===== config.mk =====
export PLATFORM = sky130hd
export DESIGN_NAME = wl_quantizer
export DESIGN_NICKNAME = d
export VERILOG_FILES = /design/src/rtl/wlq_pkg.sv /design/src/rtl/wlq_decode.sv /design/src/rtl/wlq_shifter.sv /design/src/rtl/wlq_out_reg.sv /design/src/rtl/wl_quantizer.sv
export SDC_FILE = /design/constraint.sdc
export NUM_CORES = 1
export LEC_CHECK = 0
export BUFFER_PORTS_ARGS = -buffer_cell sky130_fd_sc_hd__buf_2
export CAP_MARGIN = 30
export CORE_AREA = 2 2 39 41
export DETAILED_ROUTE_END_ITERATION = 8
export DIE_AREA = 0 0 41 43
export GPL_ROUTABILITY_DRIVEN = 0
export PLACE_DENSITY = 0.62
export SETUP_SLACK_MARGIN = 0.05
export SLEW_MARGIN = 5
export SYNTH_ARGS = -nofsm -noshare
export SYNTH_HDL_FRONTEND = slang
export SYNTH_SLANG_ARGS = --single-unit

===== constraint.sdc =====
create_clock -name clk -period 2.1 [get_ports clk]
set_clock_uncertainty 0.1 [all_clocks]
set_input_delay 0.21 -clock clk [delete_from_list [all_inputs] [get_ports clk]]
set_output_delay 0.21 -clock clk [all_outputs]
set_load 0.005 [all_outputs]

===== src/rtl/wlq_pkg.sv =====
package wlq_pkg;

  typedef enum logic [1:0] {
    WL_1B = 2'b00,
    WL_2B = 2'b01,
    WL_4B = 2'b10,
    WL_8B = 2'b11
  } wl_code_e;

  localparam int unsigned WL_CODES = 4;

  // Number of significant bits kept for a code, limited to the bus width.
  function automatic int unsigned wl_bits(input int unsigned code, input int unsigned width);
    int unsigned b;
    b = 32'd1 << code;
    return (b > width) ? width : b;
  endfunction

  // Shift distance that leaves wl_bits significant bits.
  function automatic int unsigned wl_shift(input int unsigned code, input int unsigned width);
    return width - wl_bits(code, width);
  endfunction

endpackage


===== src/rtl/wlq_decode.sv =====
module wlq_decode
  import wlq_pkg::*;
#(
  parameter int unsigned DATA_W = 8,
  localparam int unsigned SH_W  = $clog2(DATA_W + 1)
) (
  input  wl_code_e          code,
  output logic [SH_W-1:0]   nb,
  output logic [SH_W-1:0]   shamt
);

  always_comb begin
    nb    = SH_W'(wl_bits(int'(code), DATA_W));
    shamt = SH_W'(wl_shift(int'(code), DATA_W));
  end

  // kept bits plus shift always span the bus
  always_comb begin
    assert_span_R3: assert ((32'(nb) + 32'(shamt)) == DATA_W);
  end

endmodule


===== src/rtl/wlq_shifter.sv =====
module wlq_shifter
  import wlq_pkg::*;
#(
  parameter int unsigned DATA_W = 8
) (
  input  logic [DATA_W-1:0] din,
  input  wl_code_e          code,
  output logic [DATA_W-1:0] dout
);

  logic [DATA_W-1:0] cand [WL_CODES];

  // Each code has a constant shift: pure wiring plus sign fan-out.
  for (genvar g = 0; g < int'(WL_CODES); g++) begin : g_cand
    localparam int unsigned SH = wl_shift(g, DATA_W);
    assign cand[g] = DATA_W'($signed(din) >>> SH);
  end

  always_comb begin
    dout = cand[code];
  end

endmodule


===== src/rtl/wlq_out_reg.sv =====
module wlq_out_reg #(
  parameter int unsigned DATA_W = 8,
  localparam int unsigned SH_W  = $clog2(DATA_W + 1)
) (
  input  logic              clk,
  input  logic              rst_n,
  input  logic              in_vld,
  input  logic [DATA_W-1:0] in_data,
  input  logic [DATA_W-1:0] nxt_data,
  input  logic [SH_W-1:0]   nb,
  input  logic [SH_W-1:0]   shamt,
  output logic              out_vld,
  output logic [DATA_W-1:0] out_data
);

  logic [DATA_W-1:0] hold_q;
  logic              vld_q;
  logic              load_en;

  assign load_en = in_vld;

  always_ff @(posedge clk or negedge rst_n) begin
    if (!rst_n) begin
      vld_q  <= 1'b0;
      hold_q <= '0;
    end else begin
      vld_q <= in_vld;
      if (load_en) hold_q <= nxt_data;
    end
  end

  assign out_vld  = vld_q;
  assign out_data = hold_q;

  // Barrel-shift reference, independent of the fixed-shift candidates.
  function automatic logic [DATA_W-1:0] sar(input logic [DATA_W-1:0] v, input logic [SH_W-1:0] s);
    return DATA_W'($signed(v) >>> s);
  endfunction

  // True when bits nb-1 .. DATA_W-1 all match the top bit.
  function automatic logic sign_window_ok(input logic [DATA_W-1:0] v, input logic [SH_W-1:0] n);
    logic ok;
    ok = 1'b1;
    for (int i = 0; i < int'(DATA_W); i++) begin
      if (i >= int'(n) - 1 && v[i] != v[DATA_W-1]) ok = 1'b0;
    end
    return ok;
  endfunction

  assert_vld_latency_R2: assert property (@(posedge clk) disable iff (!rst_n)
    $past(rst_n) |-> (out_vld == $past(in_vld)));

  assert_shift_value_R3: assert property (@(posedge clk) disable iff (!rst_n)
    ($past(rst_n) && out_vld) |-> (out_data == sar($past(in_data), $past(shamt))));

  assert_sign_kept_R4: assert property (@(posedge clk) disable iff (!rst_n)
    ($past(rst_n) && out_vld) |-> (out_data[DATA_W-1] == $past(in_data[DATA_W-1])));

  assert_sign_window_R5: assert property (@(posedge clk) disable iff (!rst_n)
    ($past(rst_n) && out_vld) |-> sign_window_ok(out_data, $past(nb)));

  assert_idle_hold_R8: assert property (@(posedge clk) disable iff (!rst_n)
    ($past(rst_n) && !$past(in_vld)) |-> $stable(out_data));

endmodule


===== src/rtl/wl_quantizer.sv =====
module wl_quantizer
  import wlq_pkg::*;
#(
  parameter int unsigned DATA_W = 8
) (
  input  logic              clk,
  input  logic              rst_n,
  input  logic              in_vld,
  input  logic [DATA_W-1:0] in_data,
  input  logic [1:0]        wl_sel,
  output logic              out_vld,
  output logic [DATA_W-1:0] out_data
);

  localparam int unsigned SH_W = $clog2(DATA_W + 1);

  wl_code_e          code;
  logic [SH_W-1:0]   sel_nb;
  logic [SH_W-1:0]   sel_shamt;
  logic [DATA_W-1:0] shifted;

  assign code = wl_code_e'(wl_sel);

  wlq_decode #(.DATA_W(DATA_W)) u_dec (
    .code  (code),
    .nb    (sel_nb),
    .shamt (sel_shamt)
  );

  wlq_shifter #(.DATA_W(DATA_W)) u_shf (
    .din  (in_data),
    .code (code),
    .dout (shifted)
  );

  wlq_out_reg #(.DATA_W(DATA_W)) u_reg (
    .clk      (clk),
    .rst_n    (rst_n),
    .in_vld   (in_vld),
    .in_data  (in_data),
    .nxt_data (shifted),
    .nb       (sel_nb),
    .shamt    (sel_shamt),
    .out_vld  (out_vld),
    .out_data (out_data)
  );

endmodule


==> results of run 1 <==
[metal layers]
| layer | vias up | wire length, um |
|---|---|---|
| met3 | 2 | 86 |
| met5 | - | 0 |
| li1 | 190 | - |
| met4 | 0 | 5 |
| met2 | 16 | 400 |
| met1 | 172 | 424 |
[layout make-up]
type / count / area, sq um
flip-flops and latches: 9 / 225
clock buffers: 4 / 26.3
well taps: 16 / 20.0
fillers: 146 / 813
inverters: 1 / 3.75
repair buffers: 22 / 115
multi-input cells: 26 / 180
[placed cells by master (no fill, tap or decap)]
| master | n |
|---|---|
| nand3_2 | 1 |
| dlygate4sd3_1 | 1 |
| o311ai_1 | 1 |
| a21o_1 | 2 |
| inv_1 | 1 |
| mux2_4 | 1 |
| mux2_2 | 1 |
| o21ai_0 | 1 |
| nor2_1 | 4 |
| a21oi_1 | 6 |
| mux2i_1 | 3 |
| buf_2 | 21 |
| a21boi_2 | 1 |
| clkbuf_1 | 1 |
| dfrtp_1 | 9 |
| nand2_1 | 1 |
| a31oi_1 | 4 |
| clkbuf_4 | 3 |
[flip-flops by register name, indices dropped and copies added (netlist names)]
register / cells
u_reg.out_vld: 1
u_reg.out_data: 8
[through the flow]
stage               hold slack, ps   util  instances  setup WS [ps]  total power, mW
detailed placement           -23.0  0.386         73            965            0.280
finish                         106  0.412         78           1030            0.408
CTS                           94.1  0.412         78           1010            0.419
floorplan                     -186      -         39           1100            0.244
global placement             -25.2  0.386         73            983            0.279
global route                  99.0  0.412         78            974            0.440
[power breakdown]
part / leakage [nW] / internal [mW] / total (mW) / switching (mW)
clock: 0.0150 / 0.0730 / 0.130 / 0.0574
sequential: 0.105 / 0.191 / 0.199 / 0.00801
combinational: 0.170 / 0.0398 / 0.0781 / 0.0383
total: 0.289 / 0.304 / 0.408 / 0.104
[path summary, 6_finish.rpt]
check	slack, ps	to
hold reg to reg	370	u_reg.out_data[2]
setup / recovery	1030	out_data[5]
max in group asynchronous	1480	u_reg.out_data[6]
setup reg to reg	1260	u_reg.out_data[7]
min in group asynchronous	240	u_reg.out_data[0]
hold / removal	110	u_reg.out_vld
[cell families (layout without fill, tap and decap cells)]
logic type | count (synthesis) | after routing | share of synthesized area
flip-flops | 9 | 9 | 0.523
AO/OA/AOI/OAI | 15 | 15 | 0.221
multiplexers | 5 | 5 | 0.131
AND/OR/NAND/NOR | 6 | 6 | 0.0668
buffers and inverters | 4 | 27 | 0.0581
==> impl_metrics.json, run 1 <==
{
  "avgSynthCellArea_sq_um": 11.0,
  "worstSetupStartpointType": "register",
  "r2r_cells": 1,
  "antenna_cells": 0,
  "drc_errors": 0,
  "ios": 22,
  "yosys-top-cells-area": "dfrtp_1 52%, a21oi_1 7.0%, mux2i_1 7.0%, a31oi_1 5.8%, a21o_1 3.5%",
  "die_h_um": 43,
  "grt_pass1_wl_um": 1350,
  "async_flop_share": 1.00,
  "grt_max_degree": 14,
  "ys_types": 16,
  "cts_tree": "yes",
  "critPathKind": "reg -> out",
  "post_dp_cell_area_sq_um": 534,
  "drv_slew": 0,
  "synth_nets": 52,
  "path_delay_family": "flip-flops",
  "top_usage_layer": "met2",
  "viasPerCell": 4.87,
  "yosys_warnings": 0,
  "yosysTopAreaCell": "dfrtp_1",
  "critPathBufInv": 1,
  "min_from": "in_vld",
  "required_ps": 1790,
  "hold_path_depth": 1,
  "post_cts_buffers": 0,
  "finalCriticalPeriod_ps": 1070,
  "nets": 76,
  "ctsHoldBuffers": 1,
  "worst_pin_slew_ps": 215,
  "area_growth_pct": 32.6,
  "end_kind": "output pin",
  "grtUsageMet1": 0.157,
  "met3_usage": 0.0314,
  "synth_edf_count": 0,
  "drt_first_pass_iters": 3,
  "slew_headroom": 0.854,
  "grtUsageTotal": 0.119,
  "ys.flop_type": "dfrtp_1",
  "period_share": 0.510,
  "avgRoutedWirePerCell_um": 11.8,
  "final-setup-viol-count": 0,
  "globalRouteOverflowTotal": 0,
  "drive_above_1_share": 0.452,
  "ys_ff_latch": 9,
  "seq_area_frac_synth": 0.523,
  "cpPeakStageDelay_ps": 380,
  "cp.arrival_ps": 760,
  "synthCells": 39,
  "ant_nets": 0,
  "peakVddDrop_v": 0.000259,
  "htreeDepth": 1,
  "drt_wl_total_um": 917,
  "setup-tns-final_ps": 0,
  "start_util": 0.311,
  "synthTopCellsByCount": "9 x dfrtp_1, 6 x a21oi_1, 4 x a31oi_1, 4 x nor2_1, 3 x mux2i_1",
  "clkTransAtPathRegs_ps": 60,
  "cp_max_fo": 2,
  "cts_buffer_depth": 2,
  "p_per_area_nw_per_um2": 715,
  "drtIter0Drc": 7,
  "synth_area_sq_um": 430,
  "fmax_mhz": 934,
  "vias": 380,
  "clock_sinks": 9,
  "cp_num_cells": 1,
  "die_area_sq_um": 1760,
  "io_buffers": 21,
  "grt_pass1_vias": 336,
  "synth_top_area_frac": 0.523,
  "rows": 14,
  "r2r_start": "u_reg.out_data[7]",
  "grt_util_met2": 0.163,
  "cts_repair_resize_count": 0,
  "maxCapViolCount": 0,
  "dieWidth_um": 41,
  "setup.worst_path.start": "u_reg.out_data[5]",
  "cts_made_buffers": 3,
  "grt_antenna_before_repair": 0,
  "hpwl_um": 681,
  "core_area_sq_um": 1380,
  "min_path_type": "in -> reg",
  "crit_chain": "buf_2",
  "cts_root_buf": "clkbuf_4",
  "insertion_delay_ps": 250,
  "final_area_sq_um": 571,
  "cp_slowest_cell": "dfrtp_1",
  "p_leak_nw": 0.289,
  "rsz0062_at_grt": "no",
  "hold_viol_final": 0,
  "outcome": "completed",
  "yosysMostFrequentCell": "dfrtp_1"
}
Note: power is estimated with default switching activity, not from simulation.
==> run 2, diff against run 1 <==
--- a/config.mk
+++ b/config.mk
@@ -5,13 +5,14 @@
 export SDC_FILE = /design/constraint.sdc
 export NUM_CORES = 1
 export LEC_CHECK = 0
+export ABC_AREA = 1
 export BUFFER_PORTS_ARGS = -buffer_cell sky130_fd_sc_hd__buf_2
 export CAP_MARGIN = 30
 export CORE_AREA = 2 2 39 41
 export DETAILED_ROUTE_END_ITERATION = 8
 export DIE_AREA = 0 0 41 43
 export GPL_ROUTABILITY_DRIVEN = 0
-export PLACE_DENSITY = 0.62
+export PLACE_DENSITY = 0.66
 export SETUP_SLACK_MARGIN = 0.05
 export SLEW_MARGIN = 5
 export SYNTH_ARGS = -nofsm -noshare
==> constraint.sdc (replaced) <==
create_clock -name clk -period 0.9 [get_ports clk]
set_clock_uncertainty 0.1 [all_clocks]
set_input_delay 0.09 -clock clk [delete_from_list [all_inputs] [get_ports clk]]
set_output_delay 0.09 -clock clk [all_outputs]
set_load 0.005 [all_outputs]
==> run 2 against run 1 <==
The run now ends with negative setup slack left. Via count rose by 22%. Sequential power up 130%. Synthesized cell count is 44% higher. Final area up 13%. Die area stayed put. Global-route usage up 1.7 points. Cell count is 29% higher. Clock power grew 140%. Critical endpoint is now out_data[4]. Largest cell class unchanged.
==> impl_metrics.json, run 2 <==
{
  "cpPeakStageDelay_ps": 380,
  "cts_buffer_depth": 2,
  "start_util": 0.328,
  "critPathKind": "reg -> out",
  "grtUsageTotal": 0.136,
  "failed_checks": "negative setup slack",
  "critPathBufInv": 1,
  "synth_top_area_frac": 0.496,
  "synth-xor-area-share": 0,
  "final_core_utilization": 0.467,
  "grt_pass1_vias": 424,
  "cts_root_buf": "clkbuf_4",
  "multiInputGateArea_sq_um": 183,
  "viasPerCell": 4.58,
  "fin_ws_ps": -51.1,
  "async_flop_share": 1.00,
  "outcome": "complete, but fails checks",
  "synthMuxAreaShare": 0,
  "grt_pass1_wl_um": 1630,
  "worstSetupStartpointType": "register",
  "clkTransAtPathRegs_ps": 60,
  "final-setup-viol-count": 9,
  "cp.arrival_ps": 760,
  "finalCriticalPeriod_ps": 951,
  "cp_max_fo": 2,
  "final_cells": 101,
  "path_delay_family": "flip-flops",
  "maxCapViolCount": 0,
  "area_growth_pct": 42.4,
  "whs_ps": 23.1,
  "core_area_sq_um": 1380,
  "slew_headroom": 0.860,
  "final_cell_mix": "21 x buf_2, 14 x nand2_1, 9 x dfrtp_1, 6 x inv_1",
  "p_leak_nw": 0.354,
  "ys.flop_type": "dfrtp_1",
  "avgRoutedWirePerCell_um": 9.91,
  "synth-compound-area-share": 0.118,
  "final_common_cell": "buf_2",
  "yosys_warnings": 0,
  "cts_made_buffers": 3,
  "end_kind": "output pin",
  "die_area_sq_um": 1760,
  "synth_area_sq_um": 454,
  "yosysMostFrequentCell": "nand2_1",
  "nets": 99,
  "worst_pin_slew_ps": 209,
  "ys_ff_latch": 9,
  "dieWidth_um": 41,
  "yosys.area_share.simple": 0.262,
  "rsz0062_at_grt": "yes",
  "yosysTopAreaCell": "dfrtp_1",
  "synth_top_family_by_area": "simple AND/OR/NAND/NOR gates",
  "synth_edf_count": 0,
  "clock_sinks": 9,
  "htreeDepth": 1,
  "yosys-top-cells-area": "dfrtp_1 50%, nand2_1 13%, nand3_1 5.5%, inv_1 5.0%, a21oi_1 3.3%",
  "ios": 22,
  "crit_chain": "buf_2",
  "ff_latch_area_sq_um": 225,
  "ant_nets": 0,
  "synthAdderAreaFrac": 0,
  "drive_above_1_share": 0.447,
  "grt_max_degree": 11,
  "grt_antenna_before_repair": 0,
  "drtIter0Drc": 2,
  "rows": 14,
  "antenna_cells": 0,
  "vias": 463,
  "dp_slack_ps": 55.5,
  "setup-tns-final_ps": -371,
  "drt_wl_total_um": 1000,
  "avgSynthCellArea_sq_um": 8.11,
  "synth_nets": 69,
  "io_buffers": 21,
  "hold_viol_final": 0,
  "cts_tree": "yes",
  "p_per_area_nw_per_um2": 1550,
  "nFillCells": 152,
  "period_share": 1.06,
  "hpwl_um": 740,
  "fmax_mhz": 1050,
  "required_ps": 710,
  "synthCells": 56,
  "largest_register_ffs": 8,
  "drt_first_pass_iters": 2,
  "synthTopCellsByCount": "16 x nand2_1, 9 x dfrtp_1, 6 x inv_1, 5 x nand3_1",
  "seq_area_frac_synth": 0.496,
  "insertion_delay_ps": 260,
  "cp_slowest_cell": "dfrtp_1",
  "globalRouteOverflowTotal": 0,
  "min_path_type": "in -> reg",
  "ys_types": 16,
  "drc_errors": 0,
  "die_h_um": 43,
  "placed_cells": 90,
  "drv_slew": 0,
  "peakVddDrop_v": 0.000500
}
-- run 2: cell types whose count changed after synthesis, moves of 3 or more --
cell     before  now
nand3_1       0    5
a21oi_1       6    3
a31oi_1       4    0
inv_1         1    6
nand2_1       1   16
mux2i_1       3    0
-- run 2: metrics by stage --
stage,cell area (sq um),total power [mW]
2_1_floorplan,454,0.572
3_3_place_gp,553,0.650
3_5_place_dp,553,0.652
4_1_cts,632,0.997
5_1_grt,647,1.07
6_report,647,1.00
-- run 2: final cells by class --
class | instances | share of cell area
timing repair buffer | 28 | 0.251
tap | 16 | 0.0309
clock buffer | 4 | 0.0406
multi-input combinational | 36 | 0.282
inverter | 8 | 0.0464
sequential | 9 | 0.348
-- run 2: final timing paths --
check / start / to / slack, ps / depth (start not counted)
setup / recovery: u_reg.out_data[4] / out_data[4] / -50 / 1
hold / removal: in_data[3] / u_reg.out_data[3] / 20 / 3
setup reg to reg: u_reg.out_data[5] / u_reg.out_data[5] / 60 / 3
hold reg to reg: u_reg.out_data[0] / u_reg.out_data[0] / 370 / 2
max in group asynchronous: rst_n / u_reg.out_data[6] / 410 / 2
min in group asynchronous: rst_n / u_reg.out_data[3] / 110 / 2
-- run 2: cells by family (layout without fill, tap and decap cells) --
family	after synthesis	count (layout)
DFF	9	9
and+or+nand+nor	27	27
buffers and inverters	11	40
AOI/OAI and AO/OA	9	9
-- run 2: where the power goes --
part | total (mW) | switching (mW) | internal [mW]
registers | 0.464 | 0.0177 | 0.446
clock network | 0.310 | 0.139 | 0.171
logic | 0.228 | 0.111 | 0.117
total | 1.00 | 0.267 | 0.734
-- run 2: repair_timing --
action                     4_1_cts  5_1_grt
gates resized for setup          1        4
hold endpoints to repair        10        0
pin swaps                        0        1
setup endpoints to repair        9       13
buffers inserted                 4        1
hold buffers                     2        0
-- run 2: layer usage --
metal / part of all wire / track usage
met5: 0 / 0
met2: 0.43 / 0.188
met3: 0.057 / 0.0314
met1: 0.48 / 0.176
met4: 0.031 / 0.100
==> run 3, diff against run 2 <==
--- a/config.mk
+++ b/config.mk
@@ -12,7 +12,7 @@
 export DETAILED_ROUTE_END_ITERATION = 8
 export DIE_AREA = 0 0 41 43
 export GPL_ROUTABILITY_DRIVEN = 0
-export PLACE_DENSITY = 0.66
+export PLACE_DENSITY = 0.64
 export SETUP_SLACK_MARGIN = 0.05
 export SLEW_MARGIN = 5
 export SYNTH_ARGS = -nofsm -noshare
==> constraint.sdc (replaced) <==
create_clock -name clk -period 0.91 [get_ports clk]
set_clock_uncertainty 0.1 [all_clocks]
set_input_delay 0.091 -clock clk [delete_from_list [all_inputs] [get_ports clk]]
set_output_delay 0.091 -clock clk [all_outputs]
set_load 0.005 [all_outputs]
==> run 3 against run 2 <==
The run still ends with negative setup slack left. Via count increased by 4.5%. Combinational power grew 21%. Largest cell class unchanged. Register-to-register slack is essentially flat. Critical endpoint unchanged. Highest routed layer unchanged. Worst hold slack got worse by 9.7 ps. First-iteration DRC count grew to 6.0 times the previous value. Largest power group unchanged. Clock power rose by 6%. Global-route usage increased by 1.1 points.
==> impl_metrics.json, run 3 (synthesis results as in run 2) <==
{
  "grt_util_met2": 0.209,
  "insertion_delay_ps": 270,
  "min_from": "in_data[4]",
  "path_delay_family": "flip-flops",
  "grtUsageTotal": 0.147,
  "largest_register_ffs": 8,
  "drt_wl_total_um": 1210,
  "ff_latch_area_sq_um": 225,
  "area_growth_pct": 53.4,
  "setup-tns-final_ps": -527,
  "drv_slew": 0,
  "cts_root_buf": "clkbuf_4",
  "critPathBufInv": 1,
  "vias": 484,
  "drive_above_1_share": 0.500,
  "globalRouteOverflowTotal": 0,
  "final_common_cell": "buf_2",
  "met3_usage": 0.0157,
  "cp_num_cells": 1,
  "ant_nets": 0,
  "grtUsageMet1": 0.188,
  "cp.arrival_ps": 790,
  "p_leak_nw": 0.377,
  "end_kind": "output pin",
  "failed_checks": "negative setup slack",
  "drc_errors": 0,
  "nets": 102,
  "start_util": 0.328,
  "r2r_start": "u_reg.out_data[4]",
  "die_area_sq_um": 1760,
  "cp_slowest_cell": "dfrtp_1",
  "grt_max_degree": 11,
  "cts_made_buffers": 3,
  "crit_chain": "buf_2",
  "htreeDepth": 1,
  "viasPerCell": 4.65,
  "clkTransAtPathRegs_ps": 60,
  "ios": 22,
  "hpwl_um": 802,
  "slew_headroom": 0.848,
  "core_area_sq_um": 1380,
  "final-setup-viol-count": 9,
  "multiInputGateArea_sq_um": 203,
  "grt_pass1_wl_um": 1720,
  "rsz0062_at_grt": "yes",
  "r2r-end": "u_reg.out_data[4]",
  "finalCriticalPeriod_ps": 980,
  "drtIter0Drc": 12,
  "cpPeakStageDelay_ps": 390,
  "cts_buffer_depth": 2,
  "top_usage_layer": "met2",
  "required_ps": 720,
  "worst_pin_slew_ps": 229,
  "final_cell_mix": "21 x buf_2, 13 x nand2_1, 9 x dfrtp_1, 6 x inv_1, 6 x buf_4",
  "io_buffers": 21,
  "period_share": 1.08,
  "dieWidth_um": 41,
  "hold_path_depth": 3,
  "worstSetupStartpointType": "register",
  "critPathKind": "reg -> out",
  "hold_viol_final": 0,
  "whs_endpoint": "u_reg.out_data[4]",
  "fin_ws_ps": -70.4,
  "r2r_cells": 3,
  "cts_tree": "yes",
  "ff2ff_setup_slack_ps": 50,
  "maxCapViolCount": 0,
  "p_per_area_nw_per_um2": 1530,
  "outcome": "complete, but fails checks",
  "whs_ps": 13.4,
  "power_mw": 1.07,
  "grt_pass1_vias": 408,
  "rows": 14,
  "nFillCells": 137,
  "clock_sinks": 9,
  "grt_antenna_before_repair": 0,
  "min_path_type": "in -> reg",
  "avgRoutedWirePerCell_um": 11.6,
  "peakVddDrop_v": 0.000599,
  "cp_max_fo": 2,
  "die_h_um": 43,
  "drt_first_pass_iters": 4,
  "fmax_mhz": 1020,
  "antenna_cells": 0
}
## run 3: cell types whose count changed in the layout (fill, tap and decap cells not counted)
cell / change
buf_4: +1
buf_6: +2
nand2_1: -1
nand2_2: +1
nand3_1: -1
nand3_2: +1
nor2_1: -1
nor2_2: -1
nor2_4: +2
## run 3: layout make-up
class	count	area share
repair buffers	31	0.276
multi-input cells	36	0.291
flip-flops and latches	9	0.323
clock buffers	4	0.0377
well taps	16	0.0287
inverters	8	0.0431
## run 3: layer usage
layer | vias to the layer above | share of wire
met3 | 6 | 0.056
li1 | 241 | -
met5 | - | 0
met1 | 214 | 0.44
met4 | 0 | 0.036
met2 | 23 | 0.47
## run 3: metrics by stage
step	instances	utilization	setup slack [ps]	area (sq um)
after floorplan	56	-	184	454
after global placement	90	0.400	88.4	553
after detailed placement	90	0.400	73.9	553
after CTS	103	0.473	-51.8	654
after global routing	104	0.504	-90.0	697
final	104	0.504	-70.4	697
## run 3: how the worst max path moves through the flow
stage | from | to | slack (ps)
2_1_floorplan | u_reg.out_data[4] | u_reg.out_data[4] | 180
3_3_place_gp | wl_sel[0] | u_reg.out_data[0] | 90
3_5_place_dp | wl_sel[0] | u_reg.out_data[0] | 70
4_1_cts | u_reg.out_data[3] | out_data[3] | -50
5_1_grt | u_reg.out_data[0] | out_data[0] | -90
6_report | u_reg.out_data[4] | out_data[4] | -70
## run 3: where the power goes
part	total (mW)	leakage (nW)	switching, mW	internal, mW
clock network	0.328	0.0150	0.158	0.170
logic	0.275	0.255	0.131	0.144
registers	0.464	0.107	0.0225	0.441
total	1.07	0.377	0.311	0.756
## run 3: what timing repair did
action | CTS | global route
pin swaps | 1 | 0
setup buffers | 7 | 1
hold buffers | 2 | 0
endpoints found under the hold margin | 10 | 0
gates resized for setup | 1 | 11
endpoints found under the setup margin | 9 | 16
